## src/rtl/gpio_port_pkg.sv

```systemverilog
package gpio_port_pkg;
    localparam int PINS    = 8;
    localparam int IDX_W   = 2;
    localparam int SYNC_N  = 2;

    typedef logic [PINS-1:0] pins_t;

    typedef enum logic [IDX_W-1:0] {
        IDX_LEVEL = 2'd0,
        IDX_DRIVE = 2'd1,
        IDX_INV   = 2'd2,
        IDX_DIR   = 2'd3
    } reg_idx_e;

    typedef struct packed {
        pins_t drive;
        pins_t inv;
        pins_t dir;
    } ctrl_t;

    localparam pins_t DRIVE_RST = '1;
    localparam pins_t INV_RST   = '0;
    localparam pins_t DIR_RST   = '1;

    function automatic pins_t watched_diff(input pins_t live, input pins_t snap,
                                           input pins_t dir);
        return (live ^ snap) & dir;
    endfunction
endpackage

```

## src/rtl/gpio_sync.sv

```systemverilog
module gpio_sync #(
    parameter int W      = 8,
    parameter int STAGES = 2
) (
    input  logic         clk,
    input  logic         rst,
    input  logic [W-1:0] d,
    output logic [W-1:0] q
);
    logic [W-1:0] stg [STAGES];

    always_ff @(posedge clk) begin
        if (rst) stg[0] <= '0;
        else     stg[0] <= d;
    end

    for (genvar s = 1; s < STAGES; s++) begin : g_stage
        always_ff @(posedge clk) begin
            if (rst) stg[s] <= '0;
            else     stg[s] <= stg[s-1];
        end
    end

    assign q = stg[STAGES-1];
endmodule

```

## src/rtl/gpio_regs.sv

```systemverilog
module gpio_regs
    import gpio_port_pkg::*;
(
    input  logic             clk,
    input  logic             rst,
    input  logic             wr_en,
    input  logic [IDX_W-1:0] addr,
    input  pins_t            wr_data,
    output ctrl_t            regs
);
    always_ff @(posedge clk) begin
        if (rst) begin
            regs.drive <= DRIVE_RST;
            regs.inv   <= INV_RST;
            regs.dir   <= DIR_RST;
        end else if (wr_en) begin
            unique case (reg_idx_e'(addr))
                IDX_DRIVE: regs.drive <= wr_data;
                IDX_INV:   regs.inv   <= wr_data;
                IDX_DIR:   regs.dir   <= wr_data;
                default:   ;
            endcase
        end
    end
endmodule

```

## src/rtl/gpio_irq.sv

```systemverilog
module gpio_irq
    import gpio_port_pkg::*;
(
    input  logic  clk,
    input  logic  rst,
    input  logic  load,
    input  pins_t live,
    input  pins_t dir,
    output logic  active
);
    pins_t snap;

    always_ff @(posedge clk) begin
        if (rst)       snap <= '0;
        else if (load) snap <= live;
    end

    assign active = |watched_diff(live, snap, dir);
endmodule

```

## src/rtl/gpio_port.sv

```systemverilog
module gpio_port
    import gpio_port_pkg::*;
(
    input  logic             clk,
    input  logic             rst,
    input  logic [IDX_W-1:0] addr,
    input  logic             wr_en,
    input  logic [PINS-1:0]  wr_data,
    input  logic             rd_en,
    output logic [PINS-1:0]  rd_data,
    input  logic [PINS-1:0]  pin_in,
    output logic [PINS-1:0]  pin_oe,
    output logic [PINS-1:0]  pin_out,
    output logic             irq_n
);
    pins_t pin_sync;
    ctrl_t regs;
    logic  irq_active;
    logic  level_read;

    gpio_sync #(.W(PINS), .STAGES(SYNC_N)) u_sync (
        .clk (clk),
        .rst (rst),
        .d   (pin_in),
        .q   (pin_sync)
    );

    gpio_regs u_regs (
        .clk     (clk),
        .rst     (rst),
        .wr_en   (wr_en),
        .addr    (addr),
        .wr_data (wr_data),
        .regs    (regs)
    );

    assign level_read = rd_en && (reg_idx_e'(addr) == IDX_LEVEL);

    gpio_irq u_irq (
        .clk    (clk),
        .rst    (rst),
        .load   (level_read),
        .live   (pin_sync),
        .dir    (regs.dir),
        .active (irq_active)
    );

    always_ff @(posedge clk) begin
        if (rst) begin
            rd_data <= '0;
        end else if (rd_en) begin
            unique case (reg_idx_e'(addr))
                IDX_LEVEL: rd_data <= pin_sync ^ regs.inv;
                IDX_DRIVE: rd_data <= regs.drive;
                IDX_INV:   rd_data <= regs.inv;
                IDX_DIR:   rd_data <= regs.dir;
                default:   rd_data <= '0;
            endcase
        end
    end

    assign pin_oe  = ~regs.dir;
    assign pin_out = regs.drive;
    assign irq_n   = ~irq_active;
endmodule

```

## config.mk

```make
export PLATFORM = sky130hd
export DESIGN_NAME = gpio_port
export DESIGN_NICKNAME = d
export VERILOG_FILES = /design/src/rtl/gpio_port_pkg.sv /design/src/rtl/gpio_sync.sv /design/src/rtl/gpio_regs.sv /design/src/rtl/gpio_irq.sv /design/src/rtl/gpio_port.sv
export SDC_FILE = /design/constraint.sdc
export NUM_CORES = 1
export LEC_CHECK = 0
export BUFFER_PORTS_ARGS = -buffer_cell sky130_fd_sc_hd__buf_4
export CAP_MARGIN = 25
export CORE_MARGIN = 1
export CORE_UTILIZATION = 25
export DETAILED_ROUTE_END_ITERATION = 10
export GPL_ROUTABILITY_DRIVEN = 1
export GPL_TIMING_DRIVEN = 0
export SLEW_MARGIN = 20
export SYNTH_ARGS = -nofsm -noshare
export SYNTH_HDL_FRONTEND = slang
export SYNTH_HIERARCHICAL = 1
export SYNTH_SLANG_ARGS = --single-unit
```

## constraint.sdc

```tcl
create_clock -name clk -period 1.5 [get_ports clk]
set_input_delay 0.225 -clock clk [delete_from_list [all_inputs] [get_ports clk]]
set_output_delay 0.225 -clock clk [all_outputs]
set_load 0.02 [all_outputs]
```

==> reports/results.tsv <==
stage	metric	value	unit
run_status	outcome	finished with violations	
run_status	failing checks	setup timing	
cts	hold buffer count at CTS	0	
cts	Sink Count	56	
synth	ranking of synthesized cells by area	dfxtp_1, mux2i_1, nor2_1	
grt	vias in the first global route	2025	
pwr	sequential share of power	52.2	%
grt	initial antenna violation count	0	
routing	TritonRoute pass-1 iters	4	
floorplanning	# IOs	47	
cts	Max clock buf depth	2	
sta	fmax	643	MHz
grt	Overflow after GRT	0	
synth	Post-synth EDFFs	0	
worst_setup_path	Arrival @ worst endpoint	1.33	ns
synth	area leader, netlist	dfxtp_1	
routing	antenna viol nets, final	0	
synth	top_reg_cell synth	dfxtp_1	
finish	share of cells above drive strength 1	33.3	%
worst_setup_path	Critical Path RT	1.27	ns
sta	crit share post-route	104	%
worst_hold_path	worst min-delay path startpoint	pin_in[5]	
pwr	Internal	2.28	mW
floorplanning	DIE HEIGHT	104	um
placed_design	Placer Congestion	0.772	
sta	Least-Margin Pin Slew	0.354	ns
synth	Seq/Total Area, Yosys	43.2	%
routing	WL/cell	13.3	um
pwr	P_leak	1.48	nW
synth	Syn Std Cell Area	2600	sq um
sta	clock period minus worst slack	1.56	ns
synth	#FFs+latches synth	56	
pwr	Clock power frac	33.1	%
sta	Slew HR	76.4	%
grt	first-pass GRT wire length	10.0	mm
grt	gr usage total	11.7	%
finish	multi-input combinational cell area	1300	sq um
pwr	power density cells	943	nW/um^2
synth	ys async rst share	0	%
placed_design	DP Cell Count	436	
run	max-cap violation count	0	
placed_design	Port Buf Inserts	45	
synth	Post-synth top cells	dfxtp_1, nor2_1, mux2i_1, nand2b_1, nor2b_1	
cts	clock latency on the worst-skew pair	0.31	ns
worst_setup_path	CP Launch Type	register	
worst_setup_path	Worst Reg-to-Reg Cells	4	
sta	Fin. Hold Viols	0	
routing	1st-iter DRT viols	37	
finish	ANT cells	0	
routing	DR vias	1892	
floorplanning	DIE WIDTH	104	um
routing	final wirelength	5.91	mm
finish	post-route cell area	3240	sq um
pwr	VDD IR max	0.000372	V
worst_hold_path	WHS Endpoint	u_sync/stg[0][5]$_SDFF_PP0_	
finish	Final Non-Filler Cells	445	
sta	Setup Viol. Count Final	1	
pwr	Sw Share	25.5	%
sta	Layout Skew	0.00979	ns
floorplanning	FP Rows	36	
sta	RSZ-0062 raised after global routing	true	
finish	# fillers	1069	
worst_setup_path	CP Max Fanout	2	
cts	Worst-path clk slew	0.10	ns
synth	Synth top area share	43.2	%
synth	Synth Instances	258	
floorplanning	core area	9910	sq um
synth	most frequent cell after synthesis	dfxtp_1	
floorplanning	Starting Density	26.2	%
synth	Mapped Nets	280	
cts	H-tree depth	2	
floorplanning	Die Area	10800	sq um
sta	max-slew violation count	0	
finish	final net count	333	
placed_design	Area after DPL	3100	sq um
worst_setup_path	reg2reg setup slack	0.39	ns
routing	DRC viols	0	
cts	cts bufs inserted	5	
sta	Setup WS post-layout	-0.0562	ns
finish	area occupied by registers	1130	sq um
worst_setup_path	reg2reg end	rd_data[1]$_SDFFE_PP0P_	
finish	Area Growth Syn to Fin	24.9	%
worst_setup_path	reg2reg start	u_regs/regs[9]$_SDFFE_PP0P_	
worst_hold_path	Hold Path Stages	2	
grt	largest net degree at the start of global routing	19	
worst_setup_path	critical path class	reg2out	
routing	vias per cell	4.25	
placed_design	hpwl dp	4.69	mm
synth	syn avg cell area	10.1	sq um
sta	final hold slack	0.115	ns
cts	TritonCTS clock tree	built	
worst_hold_path	type of the tightest min-delay check	in2reg	
synth	synth warn	6	
synth	Unique masters post-synth	33	
pwr	sw power	0.780	mW
worst_setup_path	CP Capture Type	output pin	
cts	CTS root buffer	clkbuf_8	
pwr	Comb power frac	14.7	%
-- per-stage QoR --
step,utilization (%),setup WS [ns],power [mW],setup TNS (ns)
floorplan,-,0.316,1.91,0
global placement,31.3,0.0634,2.07,0
detailed placement,31.3,0.0310,2.08,0
CTS,32.7,-0.0915,3.09,-0.0915
global route,32.7,-0.154,3.22,-0.154
finish,32.7,-0.0562,3.06,-0.0562
-- how the worst max path moves through the flow --
stage	cells past startpoint	startpoint	end	slack, ns
3_3_place_gp	7	addr[0]	u_irq/snap[7]$_SDFFE_PP0P_	0.06
6_report	5	u_irq/snap[2]$_SDFFE_PP0P_	irq_n	-0.06
4_1_cts	5	u_irq/snap[3]$_SDFFE_PP0P_	irq_n	-0.09
3_5_place_dp	7	addr[0]	u_irq/snap[6]$_SDFFE_PP0P_	0.03
2_1_floorplan	6	addr[0]	u_irq/snap[0]$_SDFFE_PP0P_	0.32
5_1_grt	5	u_irq/snap[2]$_SDFFE_PP0P_	irq_n	-0.15
-- logic make-up after synthesis --
group	after synthesis	synth area share, %
and+or+nand+nor	107	26.4
DFF	56	43.2
muxes	33	12.7
AOI/OAI and AO/OA	27	7.71
buffers and inverters	26	6.98
xor gates and xnor gates	9	3.03
-- cell usage in the layout, fill, tap and decap left out, types with 8 or more instances in the layout --
cell,count
mux2i_1,33
nor2b_1,13
dfxtp_1,49
buf_4,49
a21oi_1,8
xor2_1,8
nand2b_1,18
inv_1,9
nor2_1,39
-- sequential cells by signal (all words and copies together), names as in the netlist --
signal / cells
u_regs/regs: 24
u_sync/stg: 16
rd_data: 8
u_irq/snap: 8
-- power by group through the flow --
stage	Sequential, mW	Combinational, mW	Clock, mW
after CTS	1.60	0.454	1.04
after global placement	1.63	0.437	0
final	1.60	0.449	1.01
after detailed placement	1.63	0.446	0
after floorplan	1.65	0.260	0
after global routing	1.61	0.491	1.12
-- worst max-delay path, stage by stage (launching register included) --
cell and delay [ns]:
dfxtp_2 0.34, xor2_1 0.15, a22oi_1 0.19, nand4_1 0.14, inv_1 0.09, buf_6 0.11
-- per-layer routing --
layer | global-route usage [%] | share of wire (%) | vias up
li1 | - | - | 969
met4 | 3.16 | 0.95 | 0
met2 | 19.3 | 46 | 39
met1 | 15.0 | 49 | 879
met5 | 0 | 0 | -
met3 | 3.20 | 3.9 | 5
-- final cells by class --
| class | count | area share (%) |
|---|---|---|
| Clock inverter | 3 | 1.47 |
| Tap cell | 133 | 5.13 |
| Clock buffer | 5 | 2.12 |
| Buffer | 17 | 4.55 |
| Timing Repair Buffer | 46 | 10.8 |
| Multi-Input combinational cell | 176 | 40.1 |
| Inverter | 9 | 1.04 |
| Sequential cell | 56 | 34.8 |
-- repair_timing --
item	4_1_cts	5_1_grt
hold endpoints to repair	0	0
endpoints found under the setup margin	1	1
resized for setup	7	2
pin swaps	4	1
buffers inserted	1	0
Note: power is estimated with default switching activity, not from simulation.
